--- src/rtl/rxqPkg.sv ---
package rxqPkg;
  typedef struct packed {
    logic loadBase;
    logic stepPtr;
    logic reloadPtr;
  } ctlStrobe_t;
endpackage

--- src/rtl/rxqCtl.sv ---
module rxqCtl
  import rxqPkg::*;
#(
  parameter int ADDR_W = 8,
  parameter logic [ADDR_W-1:0] REG_OFF = 8'h18
) (
  input  logic              clk,
  input  logic              rstN,
  input  logic              wrEn,
  input  logic [ADDR_W-1:0] regAddr,
  input  logic              rxEnable,
  input  logic              descConsumed,
  input  logic              descWrap,
  input  logic              queueOffQ,
  output logic              addrHit,
  output ctlStrobe_t        strb
);
  logic advanceOk;

  always_comb begin
    addrHit        = (regAddr == REG_OFF);
    advanceOk      = descConsumed && rxEnable && !queueOffQ;
    strb.loadBase  = wrEn && addrHit && !rxEnable;
    strb.stepPtr   = advanceOk && !descWrap;
    strb.reloadPtr = advanceOk && descWrap;
  end

  // writes are locked out while receive is enabled
  a_r3_no_load_rx_on: assert property (@(posedge clk) disable iff (!rstN)
    rxEnable |-> !strb.loadBase);
  // no pointer motion while the queue is off or receive is disabled
  a_r6_no_move_when_off: assert property (@(posedge clk) disable iff (!rstN)
    (queueOffQ || !rxEnable) |-> !(strb.stepPtr || strb.reloadPtr));
  a_r5_one_move: assert property (@(posedge clk) disable iff (!rstN)
    !(strb.stepPtr && strb.reloadPtr));
endmodule

--- src/rtl/rxqPath.sv ---
module rxqPath
  import rxqPkg::*;
#(
  parameter int DESC_BYTES = 8,
  parameter bit DP64       = 1'b1
) (
  input  logic        clk,
  input  logic        rstN,
  input  ctlStrobe_t  strb,
  input  logic [31:0] wrData,
  output logic [29:0] ptrWord,
  output logic [29:0] baseWord,
  output logic        queueOffQ
);
  localparam int          STEP_WORDS = DESC_BYTES / 4;
  localparam logic [29:0] STEP_VAL   = 30'(STEP_WORDS);

  logic [29:0] wrWord;

  generate
    if (DP64) begin : g_align64
      assign wrWord = {wrData[31:3], 1'b0};
    end else begin : g_align32
      assign wrWord = wrData[31:2];
    end
  endgenerate

  always_ff @(posedge clk) begin
    if (!rstN) begin
      ptrWord   <= '0;
      baseWord  <= '0;
      queueOffQ <= 1'b0;
    end else if (strb.loadBase) begin
      baseWord  <= wrWord;
      ptrWord   <= wrWord;
      queueOffQ <= wrData[0];
    end else if (strb.reloadPtr) begin
      ptrWord <= baseWord;
    end else if (strb.stepPtr) begin
      ptrWord <= ptrWord + STEP_VAL;
    end
  end

  // an accepted write sets the live pointer to the new start address
  a_r2_load_ptr: assert property (@(posedge clk) disable iff (!rstN)
    strb.loadBase |=> (ptrWord == baseWord));
  // a step adds one descriptor
  a_r4_step: assert property (@(posedge clk) disable iff (!rstN)
    (strb.stepPtr && !strb.loadBase) |=> (ptrWord == $past(ptrWord) + STEP_VAL));
  // a wrap goes back to the stored start address
  a_r5_wrap: assert property (@(posedge clk) disable iff (!rstN)
    (strb.reloadPtr && !strb.loadBase) |=> (ptrWord == $past(baseWord)));
  a_r3_base_hold: assert property (@(posedge clk) disable iff (!rstN)
    !strb.loadBase |=> $stable(baseWord) && $stable(queueOffQ));

  generate
    if (DP64) begin : g_chk64
      // pointer stays 8-byte aligned
      a_r9_align: assert property (@(posedge clk) disable iff (!rstN)
        ptrWord[0] == 1'b0);
    end
  endgenerate
endmodule

--- src/rtl/rxDescQueuePtr.sv ---
module rxDescQueuePtr
  import rxqPkg::*;
#(
  parameter int ADDR_W = 8,
  parameter logic [ADDR_W-1:0] REG_OFF = 8'h18,
  parameter int DESC_BYTES = 8,
  parameter bit DP64 = 1'b1
) (
  input  logic              clk,
  input  logic              rstN,
  input  logic              wrEn,
  input  logic              rdEn,
  input  logic [ADDR_W-1:0] regAddr,
  input  logic [31:0]       wrData,
  output logic [31:0]       rdData,
  input  logic              rxEnable,
  input  logic              descConsumed,
  input  logic              descWrap,
  output logic [31:0]       descPtr,
  output logic              queueOff
);
  ctlStrobe_t  strb;
  logic        addrHit;
  logic        queueOffQ;
  logic [29:0] ptrWord;
  logic [29:0] baseWord;

  rxqCtl #(.ADDR_W(ADDR_W), .REG_OFF(REG_OFF)) uCtl (
    .clk(clk), .rstN(rstN), .wrEn(wrEn), .regAddr(regAddr),
    .rxEnable(rxEnable), .descConsumed(descConsumed), .descWrap(descWrap),
    .queueOffQ(queueOffQ), .addrHit(addrHit), .strb(strb)
  );

  rxqPath #(.DESC_BYTES(DESC_BYTES), .DP64(DP64)) uPath (
    .clk(clk), .rstN(rstN), .strb(strb), .wrData(wrData),
    .ptrWord(ptrWord), .baseWord(baseWord), .queueOffQ(queueOffQ)
  );

  always_comb begin
    descPtr  = {ptrWord, 2'b00};
    queueOff = queueOffQ;
    rdData   = (rdEn && addrHit) ? {ptrWord, 1'b0, queueOffQ} : 32'h0;
  end

  // bit 1 of read data is always zero
  a_r7_bit1_zero: assert property (@(posedge clk) disable iff (!rstN)
    rdData[1] == 1'b0);
  // no read data unless the register is addressed
  a_r8_quiet_read: assert property (@(posedge clk) disable iff (!rstN)
    !(rdEn && addrHit) |-> (rdData == 32'h0));
endmodule

--- config.mk ---
export PLATFORM = sky130hd
export DESIGN_NAME = rxDescQueuePtr
export DESIGN_NICKNAME = d
export VERILOG_FILES = /design/src/rtl/rxqPkg.sv /design/src/rtl/rxqCtl.sv /design/src/rtl/rxqPath.sv /design/src/rtl/rxDescQueuePtr.sv
export SDC_FILE = /design/constraint.sdc
export NUM_CORES = 1
export LEC_CHECK = 0
export ABC_CLOCK_PERIOD_IN_PS = 1750
export BUFFER_PORTS_ARGS = -buffer_cell sky130_fd_sc_hd__buf_2
export CAP_MARGIN = 20
export CORE_MARGIN = 4
export CORE_UTILIZATION = 45
export DETAILED_ROUTE_END_ITERATION = 8
export PLACE_DENSITY = 0.75
export SETUP_SLACK_MARGIN = 0.02
export SYNTH_ARGS = -nofsm -noshare
export SYNTH_HDL_FRONTEND = slang
export SYNTH_SLANG_ARGS = --single-unit
--- constraint.sdc ---
create_clock -name clk -period 1.75 [get_ports clk]
set_input_delay 0.0875 -clock clk [delete_from_list [all_inputs] [get_ports clk]]
set_output_delay 0.0875 -clock clk [all_outputs]
set_load 0.005 [all_outputs]
# Word-level counts from Yosys, hierarchy flattened
# Index checks and enable logic that the tools add are counted.
# classes
addsub	1
eq_ne	1
mux	4
bitwise_logic	1
n_reduce_logical	13
# ops
cell	n
30-bit 2-to-1 mux	3
32-bit 2-to-1 mux	1
30-bit by 2-bit adder with 30-bit output (second input constant)	1
8-bit by 5-bit equality test with 1-bit output (second input constant)	1
1-bit logical AND	7
1-bit zero test	3
3-bit nonzero test	1
2-bit nonzero test	1
2-bit OR reduction	1
1-bit inverter	1
# totals
ff_bits	60
in_bits	47
output_inout_bits	65
elab_cells	24

# Depth between registers and ports, before layout
# depth
ltp_word	6
depth_mapped	7
depth_no_buf	6

# Modules after synthesis
# A second synthesis with hierarchy kept.
# unflattened
cells_unflattened	454
area_unflattened_um2	3578.4
# by_module_without_submodules
mod	n_inst	cells_per_inst	area_per_inst_um2	seq_area_each_um2
rxqPath	1	406	3226.8	1201.2
rxDescQueuePtr	1	41	289.0	0.0
rxqCtl	1	7	62.6	0.0

# Worst setup path after synthesis
# No wires, ideal clock.
# synth_path
path_type	register to register
start	register uPath.ptrWord[1]
end	register uPath.ptrWord[27]
setup_ps	122
arrival_ps	1676
required_ps	1628
setup_slack_ps	-48
path_stages_with_launch	8
path_buffers	1
period_less_slack_ps	1798
cell_sequence	dfxtp_1 -> ha_1 -> and3_1 -> and3_1 -> buf_4 -> and4_1 -> mux2i_1 -> a221o_1
# synth_via
elab_chain_cells	4
# synth_lines
element	line	text
from (decl)	rxqPath.sv:11	output logic [29:0] ptrWord,
from (signal assigned)	rxqPath.sv:35	ptrWord <= wrWord;
from (signal assigned)	rxqPath.sv:38	ptrWord <= baseWord;
from (signal assigned)	rxqPath.sv:40	ptrWord <= ptrWord + STEP_VAL;
30-bit by 2-bit adder with 30-bit output	rxqPath.sv:40	
30-bit 2-to-1 mux	rxqPath.sv:39	end else if (strb.stepPtr) begin
30-bit 2-to-1 mux	rxqPath.sv:37	end else if (strb.reloadPtr) begin
30-bit 2-to-1 mux	rxqPath.sv:33	end else if (strb.loadBase) begin
# No other way between the ends. The select of a mux whose other input is x is not followed.
# A chain may end at the register's enable or synchronous reset.

# Worst setup path in the final report
# layout_path
start	register uPath.ptrWord[3]
end	register uPath.ptrWord[24]
# Same word-level chain as after synthesis.

==> out/metrics.cfg <==
[grt]
grt_pass1_wl_um=17230
grt-ovfl-total=0
grt_pass1_vias=3686
grtUsageTotal_pct=24.69
grt_antenna_before_repair=0
grt_start_max_net_pins=53

[floorplan]
ioPinCount=112
die_h_um=94.26
coreArea_sq_um=7253
fp.dieArea_sq_um=8885
initial_core_util_pct=46.16
die_x_um=94.26
row_count=31

[sta]
relSlewSlack_pct=61.73
setup_viol=0
finClkSkew_ns=0.006999
hold_viol=0
tightest_slew_ns=0.5735
fmax_mhz=589.7
rsz0062_at_grt=yes
slew_viol_final=0
finalCritPeriodShare_pct=96.90
layout_setup_ws_ns=0.05420
fin_crit_ns=1.696

[synth]
synth_flop_cell=dfxtp_1
synth_area_sq_um=3348
synth_edf_count=0
yosysMostFrequentCell=nand2_1
avgSynthCellArea_sq_um=7.679
synth_cell_type_count=54
ys_seq_area_share_pct=35.87
synthTopCellsByArea=dfxtp_1 (36%), nand2_1 (9.1%), a21oi_1 (7.5%)
synth_top_area_share_pct=35.87
ys_ff_latch=60
yosys_warnings=0
synth_common_cells=nand2_1 (81), dfxtp_1 (60), a21oi_1 (50), and2_1 (33)
async_flop_share_pct=0
yosysTopAreaCell=dfxtp_1
synthCells=436

[worst_setup_path]
crit_chain=and4_1 -> and4_2 -> buf_4 -> a31oi_1 -> o21ai_0 -> o211ai_1
crit_arrival_ns=1.89
critPathRequiredTime_ns=1.94
path_class=register to register
start_kind=register
slowest_delay_ns=0.42
critPathCaptureType=register
slowest_stage=dfxtp_1
crit_path_max_fanout=5

[clock_network]
clk-insertion-delay-late_ns=0.34
cts_made_buffers=9
path_clk_slew_ns=0.07
clock-sinks=60
cts_buffer_depth=2
postCtsSetupBuffers=0
cts_tree=yes
htree_levels=3
cts-root-buf=clkbuf_8

[drt]
vias_per_cell=5.713
first_iter_violations=316
num_vias=3925
wl_per_cell_um=16.13
post-route-drc-count=0
dr.pass1.iters=6
wl_um=11080
drtAntennaViolNets=0

[worst_hold_path]
hold_path_class=input port to register

[place]
placed_cell_area_sq_um=4275
dp_hpwl_um=7695
io_buffer_count=106
detailedPlace.worstSlack_ns=-0.03703
gp_congestion=0.8661

[finish]
num_antenna_cells=0
seqCellArea_sq_um=1206
finalNetCount=632
fin_area_sq_um=4644
area_delta_synth_final_pct=38.71
multi_input_area_sq_um=2031
drive_gt1_share_pct=33.50
num-fill-cells=623

[power_and_ir_drop]
vdd_drop_max_mv=0.3050
powerDensity_nw_per_um2=634.3
p_leak_nw=2.093
total_power_mw=2.946

[job]
drv_cap=0

[outcome]
outcome=completed

## state kept, by name, indices dropped and copies added, names as in the netlist
| name | count |
|---|---|
| uPath.ptrWord | 30 |
| uPath.baseWord | 29 |
| uPath.queueOffQ | 1 |
## per-layer routing
metal	up-vias	wire length [um]	GRT usage, %
met1	1834	4435	29.85
met4	0	252	11.19
met2	204	5371	41.61
met3	25	1021	5.449
met5	-	0	0
li1	1862	-	-
## cell families after synthesis
logic type      synth area share, %
xor+xnor                      1.569
mux                           3.774
other cells                  0.1120
compound gates                21.56
buf+inv                       5.755
fa+ha+maj                    0.3736
simple gates                  30.98
flops                         35.87
## placed cells by master, fill, tap and decap left out, types with 6 or more instances in the layout
master | synthesis | layout
and2_1 | 33 | 33
clkbuf_8 | 0 | 10
dlygate4sd3_1 | 0 | 11
buf_4 | 5 | 52
dfxtp_1 | 60 | 58
nand2_1 | 81 | 80
buf_2 | 7 | 106
and4_1 | 10 | 8
mux2i_1 | 10 | 10
a21oi_1 | 50 | 50
a22oi_1 | 10 | 10
o21ai_0 | 14 | 14
o221ai_1 | 6 | 6
o22ai_1 | 7 | 7
nand4_1 | 10 | 10
a31oi_1 | 6 | 6
and3_1 | 10 | 9
nor2_1 | 22 | 21
nand3_1 | 11 | 9
## through the flow
stage	instances	TNS [ns]	util [%]	hold WS [ns]
after floorplan	438	0	-	0.2147
after global placement	661	-0.03822	58.94	0.3325
after detailed placement	661	-0.1162	58.94	0.3267
after CTS	687	0	63.19	0.001153
after global routing	687	-0.03609	64.03	0.0004492
final	687	0	64.03	0.003551
## final timing paths
check / start / to / slack (ns) / depth (start not counted)
setup reg to reg: uPath.ptrWord[3] / uPath.ptrWord[24] / 0.05 / 6
setup / recovery: uPath.ptrWord[3] / uPath.ptrWord[24] / 0.05 / 6
hold reg to reg: uPath.baseWord[7] / uPath.baseWord[7] / 0.46 / 2
hold / removal: wrData[4] / uPath.ptrWord[2] / 0.004 / 3
## where the power goes
group / switching, mW / internal, mW
Clock: 0.557 / 0.680
Combinational: 0.166 / 0.143
Sequential: 0.0165 / 1.38
## final cells by class
cell class              instances  area share, %
clock buffers                  10          2.963
inverters                       6         0.4849
flip-flops and latches         60          25.97
repair buffers                171          23.06
well taps                      99          2.667
clock inverters                 5          1.131
multi-input cells             336          43.72
## timing repair
action                                 in CTS  in global routing
setup endpoints to repair                   3                 18
endpoints found under the hold margin      12                  0
hold buffers                               11                  0
pin swaps                                   0                  1
gates resized for setup                     2                 13
## worst max-delay path, delay by kind of cell (launching register included)
family | cells | cell delay, ns
flip-flops | 1 | 0.42
buffers and inverters | 1 | 0.16
AO/OA/AOI/OAI | 3 | 0.38
AND/OR/NAND/NOR | 2 | 0.59
No activity file was read; power rests on OpenSTA's default activity.
